--- config.mk ---
export PLATFORM = sky130hd
export DESIGN_NAME = mac_periph
export DESIGN_NICKNAME = d
export VERILOG_FILES = /design/src/rtl/mac_pkg.sv /design/src/rtl/mac_mult.sv /design/src/rtl/mac_rdmux.sv /design/src/rtl/mac_periph.sv
export SDC_FILE = /design/constraint.sdc
export NUM_CORES = 2
export LEC_CHECK = 0
export ABC_AREA = 1
export BUFFER_PORTS_ARGS = -buffer_cell sky130_fd_sc_hd__buf_4
export CAP_MARGIN = 20
export CORE_MARGIN = 2
export CORE_UTILIZATION = 55
export DETAILED_ROUTE_END_ITERATION = 16
export HOLD_SLACK_MARGIN = 0.08
export PLACE_DENSITY_LB_ADDON = 0.3
export RECOVER_POWER = 25
export SYNTH_ARGS = -nofsm -noshare
export SYNTH_HDL_FRONTEND = slang
export SYNTH_SLANG_ARGS = --single-unit
--- constraint.sdc ---
create_clock -name clk -period 19 [get_ports clk]
set_clock_uncertainty 0.2 [all_clocks]
set_input_delay 3.8 -clock clk [delete_from_list [all_inputs] [get_ports clk]]
set_output_delay 3.8 -clock clk [all_outputs]
set_load 0.1 [all_outputs]
--- src/rtl/mac_pkg.sv ---
`timescale 1ns/1ps
package mac_pkg;
    localparam int OP_W    = 16;
    localparam int WIDE_W  = 32;
    localparam int DATA_W  = 32;
    localparam int ADDR_W  = 4;
    localparam int MODE_LO = OP_W;

    typedef enum logic [1:0] {
        OP_UMUL = 2'd0,
        OP_SMUL = 2'd1,
        OP_UMAC = 2'd2,
        OP_SMAC = 2'd3
    } op_e;

    localparam int W_OPA   = 0;
    localparam int W_OPB   = 1;
    localparam int W_RESU  = 2;
    localparam int W_RESS  = 3;
    localparam int W_ACCU  = 4;
    localparam int W_ACCS  = 5;
    localparam int W_WAU   = 6;
    localparam int W_WAS   = 7;
    localparam int W_WB    = 8;
    localparam int W_PLO   = 9;
    localparam int W_PHI   = 10;
endpackage

--- src/rtl/mac_mult.sv ---
`timescale 1ns/1ps
module mac_mult #(
    parameter int W = 16
) (
    input  logic [W-1:0]   a,
    input  logic [W-1:0]   b,
    input  logic           sgn,
    output logic [2*W-1:0] p
);
    localparam int PW = 2 * W;

    logic [PW-1:0] ea;
    logic [PW-1:0] eb;

    always_comb begin
        ea = {{W{sgn & a[W-1]}}, a};
        eb = {{W{sgn & b[W-1]}}, b};
        p  = PW'(ea * eb);
    end
endmodule

--- src/rtl/mac_rdmux.sv ---
`timescale 1ns/1ps
module mac_rdmux
    import mac_pkg::*;
#(
    parameter int AW = 4,
    parameter int DW = 32,
    parameter int NW = 16,
    parameter int WW = 32
) (
    input  logic [AW-1:0]   addr,
    input  logic [NW-1:0]   op_a,
    input  logic [1:0]      op,
    input  logic [NW-1:0]   op_b,
    input  logic [2*NW-1:0] res_u,
    input  logic [2*NW-1:0] res_s,
    input  logic [2*NW-1:0] acc_u,
    input  logic [2*NW-1:0] acc_s,
    input  logic [WW-1:0]   wa,
    input  logic [WW-1:0]   wb,
    input  logic [2*WW-1:0] prod,
    output logic [DW-1:0]   rd
);
    always_comb begin
        rd = '0;
        case (addr)
            AW'(W_OPA):  rd = DW'({op, op_a});
            AW'(W_OPB):  rd = DW'(op_b);
            AW'(W_RESU): rd = DW'(res_u);
            AW'(W_RESS): rd = DW'(res_s);
            AW'(W_ACCU): rd = DW'(acc_u);
            AW'(W_ACCS): rd = DW'(acc_s);
            AW'(W_WAU):  rd = DW'(wa);
            AW'(W_WAS):  rd = DW'(wa);
            AW'(W_WB):   rd = DW'(wb);
            AW'(W_PLO):  rd = DW'(prod[WW-1:0]);
            AW'(W_PHI):  rd = DW'(prod[2*WW-1:WW]);
            default:     rd = '0;
        endcase
    end
endmodule

--- src/rtl/mac_periph.sv ---
`timescale 1ns/1ps
module mac_periph
    import mac_pkg::*;
#(
    parameter int NW  = OP_W,
    parameter int WW  = WIDE_W,
    parameter int DW  = DATA_W,
    parameter int AW  = ADDR_W
) (
    input  logic          clk,
    input  logic          rst_n,
    input  logic [AW-1:0] reg_addr,
    input  logic          reg_we,
    input  logic [DW-1:0] reg_wdata,
    output logic [DW-1:0] reg_rdata
);
    localparam int RW  = 2 * NW;
    localparam int PW  = 2 * WW;
    localparam int MLO = NW;

    typedef struct packed {
        logic [NW-1:0] op_a;
        logic [1:0]    op;
        logic [NW-1:0] op_b;
        logic [RW-1:0] res_u;
        logic [RW-1:0] res_s;
        logic [RW-1:0] acc_u;
        logic [RW-1:0] acc_s;
        logic [WW-1:0] wa;
        logic          wsgn;
        logic [WW-1:0] wb;
        logic [PW-1:0] prod;
        logic [DW-1:0] rdata;
    } state_t;

    state_t st_d, st_q;

    logic [RW-1:0] nprod;
    logic [PW-1:0] wprod;
    logic [DW-1:0] rd_val;
    logic          nsgn;

    // Narrow operand sign flag: odd operation codes are the signed ones
    assign nsgn = st_q.op[0];

    mac_mult #(.W(NW)) u_nmul (
        .a   (st_q.op_a),
        .b   (reg_wdata[NW-1:0]),
        .sgn (nsgn),
        .p   (nprod)
    );

    mac_mult #(.W(WW)) u_wmul (
        .a   (st_q.wa),
        .b   (reg_wdata[WW-1:0]),
        .sgn (st_q.wsgn),
        .p   (wprod)
    );

    mac_rdmux #(.AW(AW), .DW(DW), .NW(NW), .WW(WW)) u_rd (
        .addr  (reg_addr),
        .op_a  (st_q.op_a),
        .op    (st_q.op),
        .op_b  (st_q.op_b),
        .res_u (st_q.res_u),
        .res_s (st_q.res_s),
        .acc_u (st_q.acc_u),
        .acc_s (st_q.acc_s),
        .wa    (st_q.wa),
        .wb    (st_q.wb),
        .prod  (st_q.prod),
        .rd    (rd_val)
    );

    always_comb begin
        st_d       = st_q;
        st_d.rdata = rd_val;
        if (reg_we) begin
            case (reg_addr)
                AW'(W_OPA): begin
                    st_d.op_a = reg_wdata[NW-1:0];
                    st_d.op   = reg_wdata[MLO+1:MLO];
                end
                AW'(W_OPB): begin
                    st_d.op_b = reg_wdata[NW-1:0];
                    if (st_q.op[1]) begin
                        // accumulate: both views add the same 32-bit pattern
                        st_d.acc_u = st_q.acc_u + nprod;
                        st_d.acc_s = st_q.acc_s + nprod;
                        st_d.res_u = st_q.acc_u + nprod;
                        st_d.res_s = st_q.acc_s + nprod;
                    end else begin
                        st_d.res_u = nprod;
                        st_d.res_s = nprod;
                        st_d.acc_u = '0;
                        st_d.acc_s = '0;
                    end
                end
                AW'(W_WAU): begin
                    st_d.wa   = reg_wdata[WW-1:0];
                    st_d.wsgn = 1'b0;
                end
                AW'(W_WAS): begin
                    st_d.wa   = reg_wdata[WW-1:0];
                    st_d.wsgn = 1'b1;
                end
                AW'(W_WB): begin
                    st_d.wb   = reg_wdata[WW-1:0];
                    st_d.prod = wprod;
                end
                default: ;
            endcase
        end
    end

    always_ff @(posedge clk) begin
        if (!rst_n) st_q <= '0;
        else        st_q <= st_d;
    end

    assign reg_rdata = st_q.rdata;

    // Named views for the bound checker
    logic [1:0]    chk_op;
    logic          chk_wsgn;
    logic [RW-1:0] chk_res_u, chk_res_s, chk_acc_u, chk_acc_s;
    logic [WW-1:0] chk_prod_hi;
    assign chk_op      = st_q.op;
    assign chk_wsgn    = st_q.wsgn;
    assign chk_res_u   = st_q.res_u;
    assign chk_res_s   = st_q.res_s;
    assign chk_acc_u   = st_q.acc_u;
    assign chk_acc_s   = st_q.acc_s;
    assign chk_prod_hi = st_q.prod[PW-1:WW];
endmodule

==> parameters.txt <==
Parameter                              Value

Yosys
  Share of the yosys chip area belonging to registers ... 9.62%
  Gate count of the mapped netlist ... 8699
  Post-synthesis mux area share ... 0%
  Commonest register cell after synthesis ... dfxtp_1
  Asr flop ratio synth ... 0%
  Number of synthesis warnings ... 0
  Post-Synth Adder-Cell Area ... 48.7%
  Avg Synthesized Cell Area ... 7.73 µm²
  Xor-xnor portion of the synthesized cell area ... 0.962%
  Netlist area before placement ... 0.0672 mm²
  Basic-gate share of the synthesized area counting and, or, nand and nor cells ... 14.9%
  Number of unique standard cell types used by synthesis ... 60
  Compound-gate portion of the synthesized area ... 9.41%
  Post-synth EDFFs ... 0
  Post-synthesis net count ... 10.5k
  Dominant combinational cell family by area after synthesis ... adder cells
  Flop and latch count out of synthesis ... 323

Power
  Total leakage power ... 36.3 nW
  Seq pwr share ... 22.7%
  Total net switching power ... 1.44 mW
  PwrDens ... 44.3 mW/mm²
  Overall Power ... 3.09 mW
  Switching Fraction ... 46.4%
  Internal power contribution ... 1.66 mW
  Part of the total power dissipated in the clock network ... 27.3%
  Part of the total power dissipated in combinational logic ... 50.0%
  Peak supply drop ... 0.0709 mV

Critical path
  Category of the worst setup path capture point ... register
  Type of the worst setup path ... input pin to register
  Setup crit start kind ... input pin
  Master of the slowest instance on the critical path ... xor2_1
  Most used cell along the critical path ... inv_1
  WP data arrival ... 12.37 ns
  Reg-to-reg setup timing slack ... 9.66 ns
  CP required ... 19.24 ns
  Maximum single-stage delay on the critical path ... 0.90 ns
  Sum of buffers and inverters on the critical path ... 8
  Crit path max fanout ... 51
  Cell class contributing the biggest share of worst-path delay ... adder cells

Routing
  First-pass iteration count of the detailed router ... 6
  Final ANT Viol Nets ... 0
  DRC viols ... 0
  Wire length reported by the detailed router ... 217 mm
  Number of DRC violations after detailed-routing iteration 0 ... 5387
  Detail-routed via count per cell ... 5.57
  WL/cell ... 21.6 µm
  Number of vias in the routed layout ... 56.1k

GRT
  Number of global-route vias before repair ... 58.3k
  Global route overflow ... 0
  Pin count of the biggest net entering global routing ... 116
  Antenna violations before repair ... 5
  First-pass GRT wire length ... 340 mm
  GR Util All Layers ... 35.5%

Clock tree
  Clock tree root driver cell ... clkbuf_16
  CTS clk-pin slew, worst paths ... 0.06 ns
  Post-CTS setup buffer count ... 0
  Clock network latency to the later pin of the worst-skew pair ... 0.60 ns
  Clock sink count ... 323
  CTS Hold Bufs ... 0
  Clock tree from TritonCTS ... done
  Post-cts gate resize count ... 0
  Maximum buffer depth of the clock tree ... 3
  Number of CTS-inserted buffers ... 43
  Maximum level of the CTS H-tree ... 2

STA
  Number of setup violations in the final report ... 0
  Final cycle utilization of the critical path ... 63.8%
  Setup slack of the critical path after layout ... 6.88 ns
  RSZ-0062 raised after global routing ... no
  Max Clock Freq ... 82.5 MHz
  Setup TNS ... 0 ns
  Final hold violation count ... 0
  Transition time of the tightest slew-check pin ... 3.98 ns
  Worst rel slew slack ... -165%
  Minimum clock period ... 12.12 ns
  Slew Viols, Final ... 420

Floorplan
  IO Pins ... 71
  Effective utilization at floorplan ... 55.3%
  Y dimension of the die ... 354 µm
  Die Width ... 354 µm
  Total die area ... 0.125 mm²
  Standard-cell rows ... 128
  Placeable core region ... 0.122 mm²

Placed design
  Final weighted congestion in routability-driven placement ... 1.02
  Cell count after placement ... 9999
  Placed cell areas ... 0.0685 mm²
  Number of buffers inserted by port buffering ... 70
  Worst setup timing slack at the placement stage ... 6.32 ns
  Final HPWL DP ... 171 mm

Finish
  Post-layout nets ... 10.2k
  Share of cells above drive strength 1 ... 2.89%
  Post-synthesis to final-layout area growth ... 3.76%
  Post-route cell area ... 0.0698 mm²
  Non-filler instance count after layout ... 10.1k

Outcome
  Result of the run ... finished, violations left
  Failing checks ... max-capacitance violations, max-slew violations

Flow run
  Number of maximum-capacitance constraint violations ... 9

Worst hold path
  Hold crit path type ... register to register
## through the flow
step                      hold WS, ns  utilization (%)
after floorplan                 0.224                -
after global placement          0.234             56.3
after detailed placement        0.242             56.3
after CTS                       0.249             57.5
after global routing            0.268             57.4
final                           0.251             57.4
## kinds of logic (layout without fill, tap and decap cells)
logic type	count (synthesis)	count (layout)
buf+inv	2891	2642
flops	323	323
other cells	0	3
compound gates	1127	1127
xor+xnor	73	73
fa+ha+maj	1771	1771
simple gates	2514	2514
## state kept, by name, indices dropped and copies added, names as in the netlist
signal       cells
chk_acc_s       32
chk_prod_hi     32
chk_res_s       32
reg_rdata       32
chk_op           2
chk_wsgn         1
chk_acc_u       32
chk_res_u       32
st_q           128
## Yosys cell counts (all sizes together) (27+ instances only)
library cell  instances  area, µm²
ha                  362       4530
nand2              1898       7140
inv                2410       9050
nand4                27        169
o22ai                41        257
fa                 1409      28200
clkbuf              374       1400
dfxtp               323       6470
xnor2                28        245
o21ai               391       1970
buf                 102        564
a221oi               58        508
a21oi               492       2470
nand3               173        896
nor2                335       1300
nor3                 33        180
a31oi                32        200
xor2                 45        402
## layer usage
layer  vias up  routed length, µm  track usage (%)
met4         0               9040             12.8
met3       445              20700             6.27
met2      2633              97700             55.1
met1     28210              89800             50.1
met5         -                  0                0
li1      24825                  -                -
## power groups by stage
stage	logic (mW)	clock network [mW]	registers [mW]
floorplan	0.956	0	0.711
global placement	1.50	0	0.717
detailed placement	1.51	0	0.718
CTS	1.52	0.851	0.703
global route	1.69	0.875	0.704
finish	1.55	0.843	0.703
## final timing paths
path                                       to    startpoint  cells past startpoint
worst max-delay path            chk_res_s[31]  reg_wdata[3]                     32
worst max register to register  chk_res_s[31]     chk_op[0]                     31
worst min register to register      st_q[127]     st_q[127]                      2
worst min-delay path                st_q[127]     st_q[127]                      2
## cells in the final DEF, fill, tap and decap left out, types with 8 or more instances in the layout
cell type / n
a21oi_1: 491
a221oi_1: 58
o2111ai_1: 11
o21bai_1: 18
a31oi_1: 32
and2_1: 8
a22o_1: 11
nand2_1: 1893
o21ai_1: 15
clkbuf_1: 47
nand3_1: 167
ha_1: 362
nor2_1: 326
nand4_1: 27
clkbuf_16: 43
o21ai_0: 372
xor2_1: 44
buf_4: 111
inv_2: 9
dfxtp_1: 323
o211ai_1: 16
nor3_1: 30
xnor2_1: 28
o22ai_1: 41
fa_1: 1409
or2_2: 11
inv_1: 2399
a21o_1: 24
clkbuf_8: 8
nand3b_1: 13
## tightest hold or removal path: stages (launching register included)
cell	delay, ns
dfxtp_1	0.31
inv_1	0.05
a21oi_1	0.05
## area by class of cell
class                           count  area [µm²]
Multi-Input combinational cell   5485       49700
Clock inverter                     16         198
Timing Repair Buffer              154        1040
Antenna cell                        3        7.51
Fill cell                       11347       51800
Sequential cell                   323        6470
Clock buffer                       57        1210
Tap cell                         1625        2030
Inverter                         2415        9070
No activity file was read; power rests on OpenSTA's default activity.
